File: config.mk
export PLATFORM = sky130hd
export DESIGN_NAME = dma_in_engine
export DESIGN_NICKNAME = d
export VERILOG_FILES = /design/src/rtl/dma_in_pkg.sv /design/src/rtl/dma_in_packer.sv /design/src/rtl/dma_in_irq.sv /design/src/rtl/dma_in_engine.sv
export SDC_FILE = /design/constraint.sdc
export NUM_CORES = 1
export LEC_CHECK = 0
export ABC_AREA = 0
export ABC_CLOCK_PERIOD_IN_PS = 4800
export BUFFER_PORTS_ARGS = -buffer_cell sky130_fd_sc_hd__buf_2
export CORE_UTILIZATION = 40
export DETAILED_ROUTE_END_ITERATION = 16
export HOLD_SLACK_MARGIN = 0.08
export PLACE_DENSITY_LB_ADDON = 0.25
export SYNTH_ARGS = -nofsm -noshare
export SYNTH_HDL_FRONTEND = slang
export SYNTH_SLANG_ARGS = --single-unit
export TNS_END_PERCENT = 100
File: constraint.sdc
create_clock -name clk -period 4.8 [get_ports clk]
set_clock_uncertainty 0.05 [all_clocks]
set_input_delay 0.24 -clock clk [delete_from_list [all_inputs] [get_ports clk]]
set_output_delay 0.24 -clock clk [all_outputs]
set_load 0.005 [all_outputs]
File: src/rtl/dma_in_pkg.sv
package dma_in_pkg;

  typedef enum logic [2:0] {
    ST_IDLE,
    ST_FETCH,
    ST_RUN,
    ST_FLUSH,
    ST_WB_END,
    ST_WB_FLAGS,
    ST_WB_CTX,
    ST_HALT
  } eng_state_e;

  // descriptor word indices
  localparam int W_LINK  = 0;
  localparam int W_START = 1;
  localparam int W_FLAGS = 2;
  localparam int W_END   = 3;

  // flag bit positions in descriptor word 2
  localparam int FLAG_LAST    = 0;
  localparam int FLAG_IRQ     = 4;
  localparam int FLAG_PKT_END = 11;

  // context word disable bit
  localparam int CTX_OFF_BIT = 15;

  // raw interrupt layout
  localparam int RAW_W      = 4;
  localparam int RAW_DONE_A = 0;
  localparam int RAW_DONE_B = 1;
  localparam int RAW_PKT    = 3;

endpackage

File: src/rtl/dma_in_packer.sv
module dma_in_packer #(
  parameter int DW = 32,
  localparam int NB = DW / 8,
  localparam int LW = $clog2(NB)
) (
  input  logic          clk,
  input  logic          rst_n,
  input  logic          take,
  input  logic [LW-1:0] lane,
  input  logic [7:0]    din,
  input  logic          clr,
  output logic [DW-1:0] word,
  output logic [NB-1:0] be
);

  for (genvar g = 0; g < NB; g++) begin : g_lane
    logic [7:0] lane_byte;
    logic       lane_en;
    logic       hit;

    assign hit = take && (lane == LW'(g));

    always_ff @(posedge clk or negedge rst_n) begin
      if (!rst_n) begin
        lane_byte <= '0;
        lane_en   <= 1'b0;
      end else if (clr) begin
        lane_en <= 1'b0;
      end else if (hit) begin
        lane_byte <= din;
        lane_en   <= 1'b1;
      end
    end

    assign word[g*8 +: 8] = lane_byte;
    assign be[g]          = lane_en;

    // a lane is written at most once between flushes
    assert_no_lane_overwrite_R10: assert property (@(posedge clk) disable iff (!rst_n)
      hit |-> !lane_en);
  end

  assert_take_clr_exclusive_R10: assert property (@(posedge clk) disable iff (!rst_n)
    !(take && clr));

endmodule

File: src/rtl/dma_in_irq.sv
module dma_in_irq #(
  parameter int W = 4
) (
  input  logic         clk,
  input  logic         rst_n,
  input  logic [W-1:0] set,
  input  logic [W-1:0] ack,
  input  logic [W-1:0] mask,
  output logic [W-1:0] raw,
  output logic         irq
);

  logic [W-1:0] raw_q;

  always_ff @(posedge clk or negedge rst_n) begin
    if (!rst_n) raw_q <= '0;
    else        raw_q <= (raw_q & ~ack) | set;
  end

  assign raw = raw_q;
  assign irq = |(raw_q & mask);

  assert_raw_sticky_R6: assert property (@(posedge clk) disable iff (!rst_n)
    (ack == '0) |=> ((raw_q & $past(raw_q)) == $past(raw_q)));

  assert_set_lands_R6: assert property (@(posedge clk) disable iff (!rst_n)
    (set != '0) |=> ((raw_q & $past(set)) == $past(set)));

endmodule

File: src/rtl/dma_in_engine.sv
module dma_in_engine
  import dma_in_pkg::*;
#(
  parameter int AW = 32,
  parameter int DW = 32
) (
  input  logic            clk,
  input  logic            rst_n,
  input  logic            start,
  input  logic [AW-1:0]   start_desc,
  input  logic [AW-1:0]   ctx_addr,
  input  logic [7:0]      in_data,
  input  logic            in_valid,
  input  logic            in_eop,
  output logic            in_ready,
  output logic            mem_req,
  output logic            mem_we,
  output logic [AW-1:0]   mem_addr,
  output logic [DW-1:0]   mem_wdata,
  output logic [DW/8-1:0] mem_be,
  input  logic            mem_ack,
  input  logic [DW-1:0]   mem_rdata,
  input  logic [3:0]      intr_mask,
  input  logic [3:0]      intr_ack,
  output logic [3:0]      irq_raw,
  output logic            irq,
  output logic            halted
);

  localparam int NB = DW / 8;
  localparam int LW = $clog2(NB);

  // ---------------- arithmetic helpers
  function automatic logic [LW-1:0] lane_of(input logic [AW-1:0] a);
    return a[LW-1:0];
  endfunction

  function automatic logic [AW-1:0] word_base(input logic [AW-1:0] a);
    return {a[AW-1:LW], {LW{1'b0}}};
  endfunction

  function automatic logic [AW-1:0] field_addr(input logic [AW-1:0] d, input logic [1:0] idx);
    return d + (AW'(idx) << LW);
  endfunction

  function automatic logic word_closes(input logic [AW-1:0] nxt, input logic [AW-1:0] endp,
                                       input logic eop);
    return (lane_of(nxt) == '0) || (nxt == endp) || eop;
  endfunction

  // ---------------- state
  eng_state_e    state_q;
  logic [AW-1:0] desc_q;
  logic [AW-1:0] link_q;
  logic [DW-1:0] flags_q;
  logic [AW-1:0] end_q;
  logic [AW-1:0] ptr_q;
  logic [1:0]    idx_q;
  logic          pkt_end_q;

  // ---------------- named events
  logic          take_byte;
  logic          mem_done;
  logic          flush_done;
  logic          desc_retire;
  logic [AW-1:0] ptr_next;
  logic [AW-1:0] rd_addr;
  logic [RAW_W-1:0] raw_set;
  logic [DW-1:0] pk_word;
  logic [NB-1:0] pk_be;

  assign in_ready    = (state_q == ST_RUN);
  assign halted      = (state_q == ST_HALT);
  assign take_byte   = in_ready && in_valid;
  assign mem_done    = mem_req && mem_ack;
  assign flush_done  = (state_q == ST_FLUSH) && mem_ack;
  assign desc_retire = (state_q == ST_WB_FLAGS) && mem_ack;
  assign ptr_next    = ptr_q + AW'(1);
  assign rd_addr     = AW'(mem_rdata);

  always_comb begin
    raw_set = '0;
    if (desc_retire) begin
      raw_set[RAW_DONE_A] = flags_q[FLAG_IRQ];
      raw_set[RAW_DONE_B] = flags_q[FLAG_IRQ];
      raw_set[RAW_PKT]    = pkt_end_q;
    end
  end

  // ---------------- memory master
  always_comb begin
    mem_req   = 1'b0;
    mem_we    = 1'b0;
    mem_addr  = '0;
    mem_wdata = '0;
    mem_be    = '0;
    unique case (state_q)
      ST_FETCH: begin
        mem_req  = 1'b1;
        mem_addr = field_addr(desc_q, idx_q);
        mem_be   = '1;
      end
      ST_FLUSH: begin
        mem_req   = 1'b1;
        mem_we    = 1'b1;
        mem_addr  = word_base(ptr_q - AW'(1));
        mem_wdata = pk_word;
        mem_be    = pk_be;
      end
      ST_WB_END: begin
        mem_req   = 1'b1;
        mem_we    = 1'b1;
        mem_addr  = field_addr(desc_q, 2'(W_END));
        mem_wdata = DW'(ptr_q);
        mem_be    = '1;
      end
      ST_WB_FLAGS: begin
        mem_req   = 1'b1;
        mem_we    = 1'b1;
        mem_addr  = field_addr(desc_q, 2'(W_FLAGS));
        mem_wdata = flags_q | (DW'(pkt_end_q) << FLAG_PKT_END);
        mem_be    = '1;
      end
      ST_WB_CTX: begin
        mem_req   = 1'b1;
        mem_we    = 1'b1;
        mem_addr  = word_base(ctx_addr);
        mem_wdata = DW'(1) << CTX_OFF_BIT;
        mem_be    = NB'(1) << (CTX_OFF_BIT / 8);
      end
      default: ;
    endcase
  end

  // ---------------- sequencer
  always_ff @(posedge clk or negedge rst_n) begin
    if (!rst_n) begin
      state_q   <= ST_IDLE;
      desc_q    <= '0;
      link_q    <= '0;
      flags_q   <= '0;
      end_q     <= '0;
      ptr_q     <= '0;
      idx_q     <= '0;
      pkt_end_q <= 1'b0;
    end else begin
      unique case (state_q)
        ST_IDLE, ST_HALT: begin
          if (start) begin
            desc_q  <= start_desc;
            idx_q   <= '0;
            state_q <= ST_FETCH;
          end
        end
        ST_FETCH: begin
          if (mem_ack) begin
            unique case (idx_q)
              2'(W_LINK):  link_q  <= rd_addr;
              2'(W_START): ptr_q   <= rd_addr;
              2'(W_FLAGS): flags_q <= mem_rdata;
              default:     end_q   <= rd_addr;
            endcase
            idx_q <= idx_q + 2'd1;
            if (idx_q == 2'(W_END)) begin
              pkt_end_q <= 1'b0;
              state_q   <= (ptr_q == rd_addr) ? ST_WB_END : ST_RUN;
            end
          end
        end
        ST_RUN: begin
          if (in_valid) begin
            ptr_q     <= ptr_next;
            pkt_end_q <= in_eop;
            if (word_closes(ptr_next, end_q, in_eop)) state_q <= ST_FLUSH;
          end
        end
        ST_FLUSH: begin
          if (mem_ack) state_q <= (ptr_q == end_q || pkt_end_q) ? ST_WB_END : ST_RUN;
        end
        ST_WB_END: begin
          if (mem_ack) state_q <= ST_WB_FLAGS;
        end
        ST_WB_FLAGS: begin
          if (mem_ack) begin
            if (flags_q[FLAG_LAST]) begin
              state_q <= ST_WB_CTX;
            end else begin
              desc_q  <= link_q;
              idx_q   <= '0;
              state_q <= ST_FETCH;
            end
          end
        end
        default: begin
          if (mem_ack) state_q <= ST_HALT;
        end
      endcase
    end
  end

  // ---------------- sub-blocks
  dma_in_packer #(.DW(DW)) u_packer (
    .clk   (clk),
    .rst_n (rst_n),
    .take  (take_byte),
    .lane  (lane_of(ptr_q)),
    .din   (in_data),
    .clr   (flush_done),
    .word  (pk_word),
    .be    (pk_be)
  );

  dma_in_irq #(.W(RAW_W)) u_irq (
    .clk   (clk),
    .rst_n (rst_n),
    .set   (raw_set),
    .ack   (intr_ack),
    .mask  (intr_mask),
    .raw   (irq_raw),
    .irq   (irq)
  );

  // ---------------- assertions
  assert_ptr_below_end_R1: assert property (@(posedge clk) disable iff (!rst_n)
    (state_q == ST_RUN) |-> (ptr_q < end_q));

  assert_req_held_R11: assert property (@(posedge clk) disable iff (!rst_n)
    (mem_req && !mem_ack) |=> (mem_req && $stable(mem_addr) && $stable(mem_wdata)
                              && $stable(mem_be) && $stable(mem_we)));

  assert_ready_excl_mem_R11: assert property (@(posedge clk) disable iff (!rst_n)
    mem_req |-> !in_ready);

  assert_halt_quiet_R8: assert property (@(posedge clk) disable iff (!rst_n)
    halted |-> (!in_ready && !mem_req));

  assert_write_has_lanes_R10: assert property (@(posedge clk) disable iff (!rst_n)
    (mem_req && mem_we) |-> (mem_be != '0));

  assert_retire_after_done_R2: assert property (@(posedge clk) disable iff (!rst_n)
    mem_done && (state_q == ST_WB_END) |-> ((ptr_q == end_q) || pkt_end_q));

endmodule

==> impl_metrics.toml, run 1 <==
[run_status]
outcome = "completed"

[logic_synthesis]
post_synth.cell_area_avg_sq_um = 9.19
yosysTopAreaCell = "dfrtp_1"
ys_warn_count = 0
ys_top_cells_by_count = "dfrtp_1, nand2_1, mux2_2, o21ai_0, a21oi_1"
synth.most_common_cell = "dfrtp_1"
synthCells = 1442
synthDistinctLibCells = 74
seq_area_frac_synth_pct = 38.9
synth_top_cell_area_share_pct = 38.9
synth_nets = 1575
synth-main-ff-cell = "dfrtp_1"
synth_seq_cells = 206
synth_edf_count = 0
yosys-top-cells-area = "dfrtp_1, mux2_2, o21ai_0"
syn_area_sq_mm = 0.0133
synthArstFlopShare_pct = 100

[sta]
finalSetupTns_ns = 0
finalHoldWorstSlack_ns = 0.0933
slew_viol_final = 0
max_freq_mhz = 235
post-route-period-util_pct = 88.6
finalSetupViolations = 0
final.min_clock_period_ns = 4.25
rsz0062_at_grt = "false"
timing.slew.headroom_pct = 30.9
tightest_slew_ns = 1.04
hold_violations = 0
worst_slack_ns = 0.547

[cts]
cts_made_buffers = 24
hold_buffers = 66
clkLatencyLatePin_ns = 0.54
cts-htree-levels = 1
cts-root-buf = "clkbuf_16"
cts_tree = "done"
cts.sinks = 206
path_clk_slew_ns = 0.07
ctsResizeCount = 0
clock_path_buffers = 3
post-cts-setup-buffers = 0

[final_layout]
nets = 1773
area_growth_pct = 21.2
final_cells = 2098
n_antenna_cell = 0
final_layout_size_suffix_gt1_share_pct = 24.8

[place]
place_congestion = 0.968
hpwl_mm = 33.5
dpl.cell_count = 1990
pre_cts_ws_ns = 0.896
port_buffers = 192

[setup_path]
crit_required_ns = 4.51
endpoint = "mem_addr[24]"
slowest_delay_ns = 0.43
critPathLaunch = "state_q[1]"
cp_slowest_cell = "fa_1"
path_cells = "nand2b_1 > o21ai_0 > ha_1 > inv_1 > fa_1 > nand4b_1 > nor4_1 > buf_4 > and2_1 > nand3_1 > a22oi_1 > a21bo_2 > o21ai_0 > a221o_1 > buf_2"
rr_worst_depth = 9
critPathMaxFanout = 5
rr_endpoint = "state_q[2]"
path_buf_inv = 3
crit_path_frequent_cell = "o21ai_0"
path_depth = 15
rrSetupSlack_ns = 0.80
r2r_start = "ptr_q[0]"
critPathKind = "reg -> out"
critPathTopFamily = "simple AND/OR/NAND/NOR gates"
arrival_ns = 3.96
start_kind = "flop"
cp-end-kind = "primary output"

[grt]
grt_max_degree = 110
grt.overflow.total = 0
top_usage_layer = "met2"
grt_antenna_before_repair = 2
grt_pass1_vias = 11717
use_met3_pct = 4.08
met2_usage_pct = 44.2
grtUsageTotal_pct = 27.7
grt_pass1_wl_mm = 71.0
use_met1_pct = 38.9

[power]
powerDensity_mw_per_mm2 = 664
peakVddDrop_v = 0.000329
p_leak_nw = 6.97

[floorplan]
die_x_um = 184
core_sq_mm = 0.0325
initial_core_util_pct = 40.7
num_io_pins = 195
floorplan.die_area_sq_mm = 0.0339
rows = 66
die_h_um = 184

[detailed_routing]
vias_per_cell = 5.77
avgRoutedWirePerCell_um = 22.4
via_count = 12106
drt_iter0_drc = 1051
drc = 0
ant_nets = 0
wirelength_mm = 47.0
dr.pass1.iters = 6

[job]
cap_violations = 0

[min_path]
hold_path_class = "in -> reg"
## cell families after synthesis
kind of cell	synth area share (%)
AND/OR/NAND/NOR	16.3
XOR/XNOR	8.86
buffers and inverters	4.05
flip-flops	38.9
AO/OA/AOI/OAI	14.4
adder cells (fa/ha/maj)	1.47
multiplexers	16.0
## layer usage
layer  wire (um)  vias to the layer above
li1            -                     5570
met1       20600                     5921
met2       21400                      528
met3        3630                       85
met4        1280                        2
met5          14                        -
## power breakdown
part	total, W	switching (W)	internal, W
registers	0.00369	0.00114	0.00254
clock network	0.00201	0.000774	0.00124
logic	0.00497	0.00282	0.00214
total	0.0107	0.00474	0.00592
## cell usage in the layout, fill, tap and decap left out, types with 4 or more instances in the layout
| master | count |
|---|---|
| and3_1 | 7 |
| bufinv_16 | 5 |
| buf_2 | 191 |
| or2_2 | 9 |
| nand4_1 | 25 |
| and4_1 | 8 |
| buf_4 | 22 |
| a221oi_1 | 4 |
| xnor2_1 | 62 |
| dfrtp_1 | 205 |
| mux2i_1 | 64 |
| nor2b_1 | 5 |
| and2_1 | 7 |
| nor3_1 | 20 |
| clkbuf_8 | 4 |
| xor2_1 | 72 |
| o22a_1 | 4 |
| clkbuf_1 | 4 |
| nand2_1 | 165 |
| nand2b_1 | 15 |
| or3_1 | 4 |
| o22ai_1 | 24 |
| nor2_1 | 76 |
| o21ai_0 | 129 |
| o31ai_1 | 4 |
| inv_1 | 23 |
| a21oi_1 | 85 |
| ha_1 | 14 |
| a221o_1 | 4 |
| or4_1 | 4 |
| dlygate4sd3_1 | 66 |
| nor4_1 | 27 |
| a22oi_1 | 22 |
| a222oi_1 | 9 |
| nand3_1 | 42 |
| mux2_2 | 131 |
| clkbuf_16 | 24 |
## flip-flops by register name, summed over array words and instances, names as in the netlist, 4 cells and up
| name | count |
|---|---|
| desc_q | 32 |
| end_q | 32 |
| flags_q | 32 |
| link_q | 32 |
| ptr_q | 32 |
| u_packer.g_lane.lane_byte | 32 |
| u_irq.raw | 4 |
| u_packer.g_lane.lane_en | 4 |
## area by class of cell
class	count	area, sq um
well taps	442	553
clock buffers	31	657
multi-input cells	1103	7580
repair buffers	281	1820
inverters	24	90.1
clock inverters	11	204
flip-flops and latches	206	5160
fillers	3165	16500
## through the flow
step                      power [W]  area [sq um]  utilization (%)
final                        0.0107         16100             49.4
after global routing         0.0113         16100             49.4
after CTS                    0.0106         16100             49.4
after detailed placement    0.00854         14500             44.7
after global placement      0.00844         14500             44.7
after floorplan             0.00667         13300                -
## worst register-to-register path: stages, from the launching register on
cell	delay (ns)
dfrtp_1	0.62
ha_1	0.43
and4_1	0.31
nand4_1	0.13
nor4_1	0.75
nand3_1	0.26
xnor2_1	0.19
nand4_1	0.16
o41ai_2	0.58
mux2_2	0.42
## worst min-delay path by stage
| stage | slack [ns] | end | depth (start not counted) | startpoint |
|---|---|---|---|---|
| after floorplan | -0.11 | desc_q[0] | 0 | rst_n |
| after global placement | 0.34 | u_irq.raw[2] | 2 | intr_ack[2] |
| after detailed placement | 0.35 | u_irq.raw[2] | 2 | intr_ack[2] |
| after CTS | 0.09 | flags_q[15] | 2 | mem_rdata[15] |
| after global routing | 0.09 | end_q[17] | 2 | mem_rdata[17] |
| final | 0.09 | end_q[16] | 2 | mem_rdata[16] |
No activity file was read; power rests on OpenSTA's default activity.
==> inputs of run 2 (changes only) <==
--- a/config.mk
+++ b/config.mk
@@ -8,6 +8,7 @@
 export ABC_AREA = 0
 export ABC_CLOCK_PERIOD_IN_PS = 4800
 export BUFFER_PORTS_ARGS = -buffer_cell sky130_fd_sc_hd__buf_2
+export CORE_MARGIN = 4
 export CORE_UTILIZATION = 40
 export DETAILED_ROUTE_END_ITERATION = 16
 export HOLD_SLACK_MARGIN = 0.08
==> impl_metrics.toml, run 2 (synthesis gave the netlist of run 1 again) <==
[floorplan]
core_sq_mm = 0.0326
initial_core_util_pct = 40.6
rows = 66
floorplan.die_area_sq_mm = 0.0361
num_io_pins = 195
die_x_um = 190
die_h_um = 190

[final_layout]
fillers = 3081
final_common_cell = "dfrtp_1"
layout_common_cells = "dfrtp_1, buf_2, nand2_1, mux2_2, o21ai_0"
nets = 1780
area_growth_pct = 21.5
final_layout_size_suffix_gt1_share_pct = 25.1

[setup_path]
arrival_ns = 4.13
cp-end-kind = "primary output"
crit_required_ns = 4.51
critPathKind = "reg -> out"
rrSetupSlack_ns = 0.88
critPathMaxFanout = 5
start_kind = "flop"

[grt]
top_usage_layer = "met2"
grt_max_degree = 100
grt_pass1_wl_mm = 72.0
grt.overflow.total = 0
use_met1_pct = 35.8
grt_antenna_before_repair = 1
grtUsageTotal_pct = 25.4
grt_pass1_vias = 12017
use_met3_pct = 4.11
met2_usage_pct = 40.3

[sta]
slew_viol_final = 0
tightest_slew_ns = 1.19
finalSetupViolations = 0
timing.slew.headroom_pct = 20.5
final.min_clock_period_ns = 4.42
finalSetupTns_ns = 0
max_freq_mhz = 226
hold_violations = 0
post-route-period-util_pct = 92.1
finalHoldWorstSlack_ns = 0.107
rsz0062_at_grt = "false"

[power]
comb_power_share_pct = 46.9
sw_frac_of_total_pct = 44.6
p_leak_nw = 7.00
p_seq_share_pct = 34.6
peakVddDrop_v = 0.000316
p_int_w = 0.00589
pwr-share-clk_pct = 18.5
powerDensity_mw_per_mm2 = 660
p_switching_w = 0.00474

[detailed_routing]
wirelength_mm = 47.1
vias_per_cell = 5.80
avgRoutedWirePerCell_um = 22.4
dr.pass1.iters = 6
via_count = 12219
drt_iter0_drc = 1046
ant_nets = 0
drc = 0

[cts]
post-cts-setup-buffers = 0
cts-root-buf = "clkbuf_16"
cts_tree = "done"
cts_made_buffers = 24
clock_path_buffers = 3
clkLatencyLatePin_ns = 0.53
cts.sinks = 206
path_clk_slew_ns = 0.06
cts-htree-levels = 1

[run_status]
outcome = "completed"

[place]
port_buffers = 192
place_congestion = 0.926
hpwl_mm = 33.9

[job]
cap_violations = 0

[min_path]
hold_path_class = "in -> reg"
==> run 2: cell types whose count changed in the layout (fill, tap and decap cells not counted), moves of 2 or more <==
| cell | change |
|---|---|
| clkinv_2 | +5 |
| buf_4 | +4 |
| clkbuf_1 | -4 |
| dlygate4sd3_1 | +4 |
| clkbuf_8 | +3 |
| bufinv_16 | -2 |
| clkinv_4 | -2 |
==> run 2: layout make-up <==
class | count | area (sq um) | share of cell area [%]
multi-input combinational | 1103 | 7590 | 47.1
sequential | 206 | 5160 | 32.0
timing repair buffer | 288 | 1870 | 11.6
clock buffer | 31 | 708 | 4.40
tap | 442 | 553 | 3.43
clock inverter | 12 | 143 | 0.886
inverter | 24 | 90.1 | 0.559
antenna | 1 | 2.50 | 0.0155
==> run 2: per-layer routing <==
metal / routed length [um] / part of all wire [%]
met4: 1610 / 3.4
met5: 0 / 0
met2: 21200 / 45
met1: 20700 / 44
met3: 3660 / 7.8
==> run 2: timing repair <==
| action | 4_1_cts | 5_1_grt |
|---|---|---|
| endpoints found under the hold margin | 233 | 0 |
| setup endpoints to repair | 0 | 1 |
| hold buffers | 70 | 0 |
| gates resized for setup | 0 | 1 |
==> run 2: path summary, 6_finish.rpt <==
| kind | from | end | cells after the start |
|---|---|---|---|
| worst max-delay path | state_q[1] | mem_addr[24] | 14 |
| worst min-delay path | mem_rdata[5] | flags_q[5] | 2 |
| worst max register to register | ptr_q[1] | state_q[2] | 9 |
| worst min register to register | desc_q[1] | desc_q[1] | 2 |
| max in group asynchronous | rst_n | desc_q[29] | 3 |
| min in group asynchronous | rst_n | u_packer.g_lane[3].lane_byte[0] | 2 |
==> run 2: metrics by stage <==
stage	utilization (%)	worst slack [ns]	cell area, sq um	cells	total power, W
floorplan	-	1.11	13300	1442	0.00667
global placement	44.6	0.912	14500	1993	0.00842
detailed placement	44.6	0.831	14500	1993	0.00854
CTS	49.3	0.253	16100	2106	0.0106
global route	49.4	0.155	16100	2106	0.0113
finish	49.4	0.377	16100	2107	0.0106
==> run 2: power groups by stage <==
| stage | sequential, W | combinational, W | clock, W |
|---|---|---|---|
| finish | 0.00368 | 0.00498 | 0.00197 |
| global route | 0.00378 | 0.00543 | 0.00208 |
| CTS | 0.00364 | 0.00494 | 0.00201 |
| detailed placement | 0.00367 | 0.00487 | 0 |
| global placement | 0.00361 | 0.00481 | 0 |
| floorplan | 0.00298 | 0.00370 | 0 |
==> run 2: worst max-delay path: stages (launching register included) <==
cell and delay (ns):
dfrtp_1 0.37, nand2b_1 0.16, o21ai_0 0.21, ha_1 0.20
inv_1 0.05, fa_1 0.44, nand4b_1 0.31, nor4_2 0.59
and2_1 0.26, nand3_1 0.11, a22oi_1 0.23, a21bo_2 0.17
o21ai_0 0.10, a221o_1 0.27, buf_2 0.13
